==> src/rtl/seq_req_pkg.sv <==
package seq_req_pkg;
  localparam int WORD_W = 32;

  typedef enum logic [2:0] {
    ST_IDLE,
    ST_WAIT_DATA,
    ST_TX_HDR,
    ST_TX_ADDR,
    ST_TX_DATA,
    ST_RX_HDR,
    ST_RX_DATA,
    ST_RX_DRAIN
  } srm_state_e;
endpackage

==> src/rtl/replay_fifo.sv <==
// FIFO whose read side can be rewound to the last committed point.
module replay_fifo #(
  parameter int DW    = 32,
  parameter int DEPTH = 128,
  localparam int AW   = $clog2(DEPTH)
) (
  input  logic          clk_i,
  input  logic          rst_ni,
  input  logic          push_i,
  input  logic [DW-1:0] push_data_i,
  output logic          full_o,
  output logic [AW:0]   avail_o,
  output logic [DW-1:0] rd_data_o,
  input  logic          adv_i,
  input  logic          rewind_i,
  input  logic          commit_i,
  input  logic [AW:0]   commit_n_i
);
  logic [DW-1:0] mem [DEPTH];
  logic [AW:0]   wr_q, head_q, scan_q;

  always_ff @(posedge clk_i) begin
    if (push_i) mem[wr_q[AW-1:0]] <= push_data_i;
  end

  always_ff @(posedge clk_i or negedge rst_ni) begin
    if (!rst_ni) begin
      wr_q   <= '0;
      head_q <= '0;
      scan_q <= '0;
    end else begin
      if (push_i) wr_q <= wr_q + 1'b1;
      if (commit_i) begin
        head_q <= head_q + commit_n_i;
        scan_q <= head_q + commit_n_i;
      end else if (rewind_i) begin
        scan_q <= head_q;
      end else if (adv_i) begin
        scan_q <= scan_q + 1'b1;
      end
    end
  end

  assign avail_o   = wr_q - head_q;
  assign full_o    = (avail_o == (AW+1)'(DEPTH));
  assign rd_data_o = mem[scan_q[AW-1:0]];

  assert_commit_within_R7: assert property (@(posedge clk_i) disable iff (!rst_ni)
    commit_i |-> (commit_n_i <= avail_o));
  assert_scan_written_R2: assert property (@(posedge clk_i) disable iff (!rst_ni)
    adv_i |-> (scan_q != wr_q));
endmodule

==> src/rtl/resp_timer.sv <==
// Counts cycles spent waiting for a reply header.
module resp_timer #(
  parameter int W = 16
) (
  input  logic         clk_i,
  input  logic         rst_ni,
  input  logic         run_i,
  input  logic [W-1:0] limit_i,
  output logic         expired_o
);
  logic [W-1:0] cnt_q;

  always_ff @(posedge clk_i or negedge rst_ni) begin
    if (!rst_ni)               cnt_q <= '0;
    else if (!run_i)           cnt_q <= '0;
    else if (cnt_q != limit_i) cnt_q <= cnt_q + 1'b1;
  end

  assign expired_o = run_i && (cnt_q == limit_i);
endmodule

==> src/rtl/seq_req_master.sv <==
module seq_req_master
  import seq_req_pkg::*;
#(
  parameter int SEQ_W       = 13,
  parameter int LEN_W       = 7,
  parameter int MAX_LEN     = 126,
  parameter int MAX_TRIES   = 3,
  parameter int FIFO_DEPTH  = 128,
  parameter int TMO_W       = 16,
  parameter logic [2:0] T_RD_REQ = 3'd1,
  parameter logic [2:0] T_WR_REQ = 3'd2,
  parameter logic [2:0] T_RD_RSP = 3'd3,
  parameter logic [2:0] T_WR_RSP = 3'd4,
  parameter logic [2:0] T_NACK   = 3'd5
) (
  input  logic              clk_i,
  input  logic              rst_ni,
  input  logic              cmd_valid_i,
  output logic              cmd_ready_o,
  input  logic              cmd_write_i,
  input  logic [WORD_W-1:0] cmd_addr_i,
  input  logic [LEN_W-1:0]  cmd_len_i,
  input  logic              wr_valid_i,
  output logic              wr_ready_o,
  input  logic [WORD_W-1:0] wr_data_i,
  output logic              rd_valid_o,
  output logic [WORD_W-1:0] rd_data_o,
  output logic              tx_valid_o,
  input  logic              tx_ready_i,
  output logic              tx_last_o,
  output logic [WORD_W-1:0] tx_data_o,
  input  logic              rx_valid_i,
  output logic              rx_ready_o,
  input  logic              rx_last_i,
  input  logic [WORD_W-1:0] rx_data_i,
  input  logic [TMO_W-1:0]  tmo_cycles_i,
  output logic              done_o,
  output logic              err_o
);
  localparam int FIFO_AW    = $clog2(FIFO_DEPTH);
  localparam int TRY_W      = $clog2(MAX_TRIES + 1);
  localparam int HDR_SEQ_LO = 3;
  localparam int HDR_LEN_LO = 16;
  localparam int RSP_SEQ_LO = 16;
  localparam int RSP_TYP_LO = 29;

  srm_state_e state_q, drain_to_q, hdr_next;
  logic              write_q, err_q, done_q, rd_valid_q;
  logic [WORD_W-1:0] addr_q, rd_data_q, hdr_word, fifo_word;
  logic [LEN_W-1:0]  len_q, idx_q;
  logic [TRY_W-1:0]  tries_q;
  logic [SEQ_W-1:0]  seq_q, rsp_seq;
  logic [2:0]        rsp_type, exp_type;
  logic [FIFO_AW:0]  fifo_avail;
  logic fifo_full, tmo_expired;
  logic in_hdr, ok_hdr, nack, bad_type, tmo_hit, failed_try, give_up, retry;
  logic success, abandon, len_bad, hdr_to_data;

  replay_fifo #(.DW(WORD_W), .DEPTH(FIFO_DEPTH)) u_fifo (
    .clk_i, .rst_ni,
    .push_i      (wr_valid_i && !fifo_full),
    .push_data_i (wr_data_i),
    .full_o      (fifo_full),
    .avail_o     (fifo_avail),
    .rd_data_o   (fifo_word),
    .adv_i       (state_q == ST_TX_DATA && tx_ready_i),
    .rewind_i    (retry),
    .commit_i    (write_q && (success || abandon)),
    .commit_n_i  ((FIFO_AW+1)'(len_q))
  );

  resp_timer #(.W(TMO_W)) u_timer (
    .clk_i, .rst_ni,
    .run_i     (state_q == ST_RX_HDR),
    .limit_i   (tmo_cycles_i),
    .expired_o (tmo_expired)
  );

  // reply classification
  assign rsp_type    = rx_data_i[RSP_TYP_LO +: 3];
  assign rsp_seq     = rx_data_i[RSP_SEQ_LO +: SEQ_W];
  assign exp_type    = write_q ? T_WR_RSP : T_RD_RSP;
  assign in_hdr      = (state_q == ST_RX_HDR) && rx_valid_i;
  assign ok_hdr      = in_hdr && (rsp_type == exp_type);
  assign nack        = in_hdr && (rsp_type == T_NACK);
  assign bad_type    = in_hdr && !ok_hdr && !nack;
  assign tmo_hit     = (state_q == ST_RX_HDR) && !rx_valid_i && tmo_expired;
  assign failed_try  = nack || tmo_hit;
  assign give_up     = failed_try && (tries_q == TRY_W'(MAX_TRIES - 1));
  assign retry       = failed_try && !give_up;
  assign hdr_to_data = ok_hdr && !write_q && !rx_last_i;
  assign success     = (ok_hdr && (write_q || rx_last_i))
                     || (state_q == ST_RX_DATA && rx_valid_i && rx_last_i);
  assign abandon     = give_up || bad_type;
  assign len_bad     = (state_q == ST_IDLE) && cmd_valid_i
                     && (cmd_len_i == '0 || cmd_len_i > LEN_W'(MAX_LEN));

  always_comb begin
    if (hdr_to_data)            hdr_next = ST_RX_DATA;
    else if (success || abandon) hdr_next = ST_IDLE;
    else                        hdr_next = ST_TX_HDR;
  end

  always_comb begin
    hdr_word = '0;
    hdr_word[2:0] = write_q ? T_WR_REQ : T_RD_REQ;
    hdr_word[HDR_SEQ_LO +: SEQ_W] = seq_q;
    if (!write_q) hdr_word[HDR_LEN_LO +: LEN_W] = len_q;
  end

  always_comb begin
    case (state_q)
      ST_TX_HDR:  tx_data_o = hdr_word;
      ST_TX_ADDR: tx_data_o = addr_q;
      ST_TX_DATA: tx_data_o = fifo_word;
      default:    tx_data_o = '0;
    endcase
  end

  always_ff @(posedge clk_i or negedge rst_ni) begin
    if (!rst_ni) begin
      state_q    <= ST_IDLE;
      drain_to_q <= ST_IDLE;
      write_q    <= 1'b0;
      addr_q     <= '0;
      len_q      <= '0;
      idx_q      <= '0;
      tries_q    <= '0;
      seq_q      <= '0;
      err_q      <= 1'b0;
      done_q     <= 1'b0;
      rd_valid_q <= 1'b0;
      rd_data_q  <= '0;
    end else begin
      done_q     <= success;
      rd_valid_q <= (state_q == ST_RX_DATA) && rx_valid_i;
      if (state_q == ST_RX_DATA && rx_valid_i) rd_data_q <= rx_data_i;
      if (success)   seq_q <= seq_q + 1'b1;
      else if (nack) seq_q <= rsp_seq;
      if (abandon || len_bad) err_q <= 1'b1;
      if (retry) tries_q <= tries_q + 1'b1;

      case (state_q)
        ST_IDLE: if (cmd_valid_i && !len_bad) begin
          write_q <= cmd_write_i;
          addr_q  <= cmd_addr_i;
          len_q   <= cmd_len_i;
          tries_q <= '0;
          state_q <= cmd_write_i ? ST_WAIT_DATA : ST_TX_HDR;
        end
        ST_WAIT_DATA:
          if (fifo_avail >= (FIFO_AW+1)'(len_q)) state_q <= ST_TX_HDR;
        ST_TX_HDR: if (tx_ready_i) state_q <= ST_TX_ADDR;
        ST_TX_ADDR: if (tx_ready_i) begin
          idx_q   <= '0;
          state_q <= write_q ? ST_TX_DATA : ST_RX_HDR;
        end
        ST_TX_DATA: if (tx_ready_i) begin
          idx_q <= idx_q + 1'b1;
          if (idx_q == len_q - 1'b1) state_q <= ST_RX_HDR;
        end
        ST_RX_HDR: begin
          if (rx_valid_i) begin
            if (!rx_last_i && !hdr_to_data) begin
              state_q    <= ST_RX_DRAIN;
              drain_to_q <= hdr_next;
            end else begin
              state_q <= hdr_next;
            end
          end else if (tmo_hit) begin
            state_q <= give_up ? ST_IDLE : ST_TX_HDR;
          end
        end
        ST_RX_DATA:  if (rx_valid_i && rx_last_i) state_q <= ST_IDLE;
        ST_RX_DRAIN: if (rx_valid_i && rx_last_i) state_q <= drain_to_q;
        default: state_q <= ST_IDLE;
      endcase
    end
  end

  assign cmd_ready_o = (state_q == ST_IDLE);
  assign wr_ready_o  = !fifo_full;
  assign tx_valid_o  = (state_q == ST_TX_HDR) || (state_q == ST_TX_ADDR)
                    || (state_q == ST_TX_DATA);
  assign tx_last_o   = (state_q == ST_TX_ADDR && !write_q)
                    || (state_q == ST_TX_DATA && idx_q == len_q - 1'b1);
  assign rx_ready_o  = (state_q == ST_RX_HDR) || (state_q == ST_RX_DATA)
                    || (state_q == ST_RX_DRAIN);
  assign rd_valid_o  = rd_valid_q;
  assign rd_data_o   = rd_data_q;
  assign done_o      = done_q;
  assign err_o       = err_q;

  assert_tx_hold_R10: assert property (@(posedge clk_i) disable iff (!rst_ni)
    tx_valid_o && !tx_ready_i |=> tx_valid_o && $stable(tx_data_o) && $stable(tx_last_o));
  assert_err_sticky_R11: assert property (@(posedge clk_i) disable iff (!rst_ni)
    err_o |=> err_o);
  assert_try_limit_R7: assert property (@(posedge clk_i) disable iff (!rst_ni)
    tries_q < TRY_W'(MAX_TRIES));
  assert_len_refused_R9: assert property (@(posedge clk_i) disable iff (!rst_ni)
    len_bad |=> !tx_valid_o && err_o);
  assert_tmo_leaves_R6: assert property (@(posedge clk_i) disable iff (!rst_ni)
    tmo_expired |=> state_q != ST_RX_HDR);
endmodule

==> config.mk <==
export PLATFORM = sky130hd
export DESIGN_NAME = seq_req_master
export DESIGN_NICKNAME = d
export VERILOG_FILES = /design/src/rtl/seq_req_pkg.sv /design/src/rtl/replay_fifo.sv /design/src/rtl/resp_timer.sv /design/src/rtl/seq_req_master.sv
export SDC_FILE = /design/constraint.sdc
export NUM_CORES = 2
export LEC_CHECK = 0
export BUFFER_PORTS_ARGS = -buffer_cell sky130_fd_sc_hd__buf_2
export CAP_MARGIN = 20
export CELL_PAD_IN_SITES_DETAIL_PLACEMENT = 1
export CELL_PAD_IN_SITES_GLOBAL_PLACEMENT = 1
export CORE_ASPECT_RATIO = 1.5
export CORE_MARGIN = 2
export CORE_UTILIZATION = 23
export DETAILED_ROUTE_END_ITERATION = 10
export GPL_TIMING_DRIVEN = 0
export PLACE_DENSITY_LB_ADDON = 0.1
export REMOVE_ABC_BUFFERS = 1
export SYNTH_ARGS = -nofsm -noshare
export SYNTH_HDL_FRONTEND = slang
export SYNTH_SLANG_ARGS = --single-unit
==> constraint.sdc <==
create_clock -name clk_i -period 10.5 [get_ports clk_i]
set_input_delay 1.575 -clock clk_i [delete_from_list [all_inputs] [get_ports clk_i]]
set_output_delay 1.575 -clock clk_i [all_outputs]
set_load 0.05 [all_outputs]
# --- After elaboration in Yosys (flattened, before gate mapping) ---
# Memory sizes are Yosys's and may differ from the RTL's.
# Index checks and enable logic that the tools add are counted.
classes:
  order_cmp: 2
  n_eq_ne: 24
  muxes: 36
  n_reduce_logical: 55
  add_sub_neg: 9
op_table:
  columns: ["op", "n"]
  rows:
  - ["$pmux 32 s3", 1]
  - ["$mux 3", 13]
  - ["$mux 16", 2]
  - ["$mux 13", 2]
  - ["$logic_and 1x1->1", 25]
  - ["$mux 8", 3]
  - ["$pmux 3 s8", 1]
  - ["$mux 7", 3]
  - ["$add 16x1->16 const B", 1]
  - ["$add 8x1->8 const B", 2]
  - ["$eq 16x16->1", 1]
  - ["$ne 16x16->1", 1]
  - ["$eq 3x3->1 const B", 5]
  - ["$mux 2", 7]
  - ["$ne 2x2->1 const B", 7]
  - ["$pmux 7 s2", 1]
  - ["$add 13x1->13 const B", 1]
  - ["$logic_or 1x1->1", 12]
  - ["$logic_not 1->1", 9]
  - ["$reduce_and 9->1", 1]
  - ["$add 8x7->8", 1]
  - ["$eq 8x8->1 const B", 1]
  - ["$ge 8x7->1", 1]
  - ["$sub 8x8->8", 1]
  - ["other kinds (18)", 24]
word_totals:
  ramBits: 4096
  register_bits: 143
  elab_cells: 143
  mem_count: 1
mem_list:
  columns: ["name", "words", "word_bits", "read_ports", "rd_ports_with_merged_regs", "write_ports", "line_no", "rtl"]
  rows:
  - ["u_fifo.mem", 128, 32, 1, 0, 1, "replay_fifo.sv:19", "logic [DW-1:0] mem [DEPTH];"]

# --- Logic depth before layout (Yosys ltp) ---
depth:
  word_depth: 13
  ltp_mapped: 15

# --- By module ---
# From an unflattened synthesis, not the netlist that was laid out.
hier_totals:
  hier_cells: 8307
  area_unflattened_um2: 165839.1
modules_own_cells:
  columns: ["module", "n_inst", "cells_each", "seq_area_each_um2", "area_per_inst_um2"]
  rows:
  - ["replay_fifo", 1, 7593, 123573.5, 159232.7]
  - ["seq_req_master", 1, 587, 2552.4, 5451.5]
  - ["resp_timer", 1, 127, 400.4, 1154.9]

# --- Worst setup path before layout ---
# OpenSTA, ideal clock, no wires.
synth_path:
  path_type: "register to register"
  start: "register u_fifo.wr_q[0]"
  end: "memory u_fifo.mem[127][0], enable pin"
  stages_incl_launch_ff: 11
  path_buffers: 0
  period_less_slack_ns: 4.901
  t_arrival_ns: 4.435
  slack_ns: 5.599
  t_required_ns: 10.035
  setup_time_ns: 0.465
  cell_sequence: "dfrtp_1 > inv_1 > ha_1 > inv_1 > fa_1 > a21o_1 > a221o_1 > a21oi_1 > xor2_1 > a41o_1 > nor3_1"
synth_between:
  elab_chain_len: 6
synth_rtl:
  columns: ["element", "line_no", "rtl"]
  rows:
  - ["start, declared", "replay_fifo.sv:20", "logic [AW:0] wr_q, head_q, scan_q;"]
  - ["start signal, assigned", "replay_fifo.sv:32", "if (push_i) wr_q <= wr_q + 1'b1;"]
  - ["$sub 8x8->8", "replay_fifo.sv:44", "assign avail_o = wr_q - head_q;"]
  - ["$eq 8x8->1", "replay_fifo.sv:45", "assign full_o = (avail_o == (AW+1)'(DEPTH));"]
  - ["$logic_not 1->1", "seq_req_master.sv:61", ".push_i (wr_valid_i && !fifo_full),"]
  - ["$logic_and 1x1->1", "seq_req_master.sv:61", null]
  - ["$mux 1", "replay_fifo.sv:23", "if (push_i) mem[wr_q[AW-1:0]] <= push_data_i;"]
  - ["$mux 1 (not written as such)", "replay_fifo.sv:23", null]
  - ["end, declared", "replay_fifo.sv:19", null]
# Parallel ways exist; a longest one is shown, timed or not.

# --- Worst setup path after layout ---
layout_path:
  start: "register u_fifo.scan_q[1]"
  end: "output tx_data_o[10]"
layout_between:
  elab_chain_len: 2
layout_rtl:
  columns: ["element", "line_no", "rtl"]
  rows:
  - ["start, declared", "replay_fifo.sv:20", null]
  - ["start signal, assigned", "replay_fifo.sv:35", "scan_q <= head_q + commit_n_i;"]
  - ["start signal, assigned", "replay_fifo.sv:37", "scan_q <= head_q;"]
  - ["start signal, assigned", "replay_fifo.sv:39", "scan_q <= scan_q + 1'b1;"]
  - ["$mem_v2 128x32", null, null]
  - ["$pmux 32 s3", "seq_req_master.sv:112", "case (state_q)"]
  - ["end, declared", "seq_req_master.sv:31", "output logic [WORD_W-1:0] tx_data_o,"]
# Every way passes these cells.

==> results.md <==
* Status: complete, no violations
* GRT Overall Usage at 17.2%
* Pin count of the biggest net entering global routing at 106
* Clock skew at 0.0540 ns
* Clock Path Buffers at 5
* Ys flop type: edfxtp_1
* Setup violations, final at 0
* Mapped Cells at 7692
* Layout cells sized above 1 at 28.7%
* EDFF count, synth at 4096
* Layout fillers at 71900
* RSZ-0062 raised after global routing: false
* Port Buffer Count at 198
* Antenna violations before repair at 55
* Static leakage at 61.8 nW
* CTS tree: done
* Critical Path Fanout Max at 50
* Required time worst endpoint at 8.93 ns
* YS warnings at 0
* Cell Rows at 380
* Fin. max-slew vios at 0
* Post-DR wirelength/cell at 34.7 microns
* Initial core utilization at 23.1%
* Synth area leaders: edfxtp_1 (75%), mux4_2 (13%), dfrtp_1 (2.1%)
* Sequential area share after synthesis at 77.0%
* Via count at 82300
* Reg power frac at 37.2%
* Final Total Pwr at 52.7 mW
* Synth top area share at 74.8%
* WP data arrival at 7.60 ns
* DIE HEIGHT at 1.04 mm
* Via density per instance at 4.54
* Cts repair resizes at 0
* Vias in the first global route at 89800
* Largest area contributor in the netlist: edfxtp_1
* Clock power frac at 29.3%
* Pre-Repair DR Iteration Count at 5
* Most common cell after layout, fill and taps aside: edfxtp_1
* NetSw at 18.5 mW
* Final net count at 8524
* Core Area at 713000 sq um
* GRT overflow at 0
* Multi-input logic area at 36800 sq um
* Clock-pin transition on the worst setup and hold timing paths at 0.06 ns
* Avg Cell Area, Syn at 21.4 sq um
* Internal at 34.2 mW
* Min-delay worst type: primary input to asynchronous set/reset pin
* Startpoint types: flop
* DRT iter0 DRCs at 6755
* Max Clk Rate at 109 MHz
* Chip width at 694 microns
* Reg area at 127000 sq um
* H-tree depth reported by CTS at 5
* Hold Fails Final Rpt at 0
* Drt drc at 0
* Crit. Startpoint: u_fifo.scan_q[1]
* Sw Ratio at 35.1%
* Sink Count at 4237
* Min cycle time layout at 9.18 ns
* Post-synthesis instance area at 164000 sq um
* Fin util at 28.0%
* Worst R2R Start: u_fifo.wr_q[3]
* Setup Fix Bufs, Post-CTS at 0
* Period utilisation layout at 87.4%
* Gate power share at 33.5%
* First-pass GRT wire length at 841 mm
* Final wirelength at 628 mm
* Post-DP HPWL at 422 mm
* Critical path type: flop to primary output
* Yosys reg bits at 4237
* Post-route cell area at 200000 sq um
* Most frequent cells in the layout: edfxtp_1 (4096), mux4_2 (960), clkbuf_16 (451)
* Asr flop ratio synth at 3.33%
* Cts hold-fix bufs at 0
* Crit. End Element: primary output
* Maximum vdd drop at 150 uV
* Placed cell areas at 186000 sq um
* Full die area at 722000 sq um
* Slew @ Worst Pin at 1.40 ns
* TritonCTS buffer count at 444
* Placed Instances at 17300
* Worst-skew pair later-pin latency at 1.04 ns
* Final std cells w/o fill at 18100
* Final ANT Viol Nets at 0
* # IOs at 199
* Max_cap viols at 0
* Area grow syn2layout at 21.6%
* Relative slew slack at 6.34%
* Pwr dens at 264 nW/um^2
* Routability cong. at 0.770
* Root buffer cell: clkbuf_16
* Post-synth cell types at 81
[power by group through the flow]
stage / Sequential [mW] / Combinational (mW) / Clock [mW]
2_1_floorplan: 20.5 / 9.75 / 0
3_3_place_gp: 21.0 / 14.5 / 0
3_5_place_dp: 20.0 / 18.3 / 0
4_1_cts: 19.6 / 18.3 / 16.0
5_1_grt: 19.7 / 18.6 / 16.5
6_report: 19.6 / 17.6 / 15.5
[area by class of cell]
cell class,instances,share of cell area (%)
flip-flops and latches,4237,63.3
multi-input cells,2984,18.4
well taps,9359,5.86
clock buffers,543,5.83
repair buffers,661,5.42
clock inverters,230,0.995
inverters,39,0.0845
diodes,59,0.0739
[cells by family (layout without fill, tap and decap cells)]
group / count (synthesis) / after routing / synth area share, %
AO/OA/AOI/OAI: 827 / 827 / 3.44
XOR/XNOR: 60 / 60 / 0.324
adder cells (fa/ha/maj): 30 / 30 / 0.237
buffers and inverters: 471 / 1473 / 1.51
flip-flops: 4237 / 4237 / 77.0
multiplexers: 1343 / 1343 / 15.5
other: 0 / 59 / 0
AND/OR/NAND/NOR: 724 / 724 / 1.98
[registers in the layout (all words and copies together) (netlist names), 8 cells and up]
signal,flops
u_timer.cnt_q,16
u_fifo.mem,4096
rd_data_o,32
addr_q,32
u_fifo.head_q,8
u_fifo.wr_q,8
seq_q,13
[synth_stat cells, types with 27 or more instances]
cell type	instances
o21ai_0	149
edfxtp_1	4096
ha_1	28
a21oi_1	176
xnor2_1	34
dfrtp_1	141
nand3_1	50
buf_2	99
o221ai_1	40
a221oi_1	89
o22ai_1	56
and3_1	27
buf_6	46
mux2i_1	322
buf_1	48
inv_1	37
buf_4	58
mux2_2	61
clkbuf_1	178
a22oi_1	98
mux4_2	960
nor2_1	216
a211oi_1	51
nand2_1	289
[stage by stage]
stage               TNS (ns)  hold slack (ns)  worst slack, ns
finish                     0            0.449             1.32
global route               0            0.437             1.20
CTS                        0            0.382             1.06
detailed placement         0            0.461             2.22
global placement    -4732.30            0.458          -145.52
floorplan           -1461.80            0.447           -42.72
[worst max-delay path, cell delays in order, from the launching register on]
cell and delay [ns]:
dfrtp_4 0.79, buf_16 0.36, buf_16 0.31, buf_16 0.30, buf_16 0.34, and2_4 0.33, buf_16 0.22, a221oi_1 0.18
a21o_1 0.19, a222oi_1 0.75, nor2_1 0.41, a221oi_1 1.05, a21oi_1 0.52, buf_2 0.37
[metal layers]
layer / track usage, % / share of wire (%) / up-vias
li1: - / - / 33800
met1: 20.9 / 40 / 46200
met2: 31.6 / 53 / 1713
met3: 2.27 / 3.6 / 583
met4: 5.08 / 3.0 / 18
met5: 0 / 0.017 / -
[path summary, 6_finish.rpt]
path,slack [ns],to,cells past startpoint
max in group asynchronous,9.08,u_fifo.scan_q[0],2
hold reg to reg,0.47,rd_data_o[12],2
setup reg to reg,5.36,u_fifo.mem[0][17],10
setup / recovery,1.32,tx_data_o[10],13
min in group clk_i,0.47,rd_data_o[12],2
hold / removal,0.45,u_fifo.wr_q[3],1
Note: power is estimated with default switching activity, not from simulation.
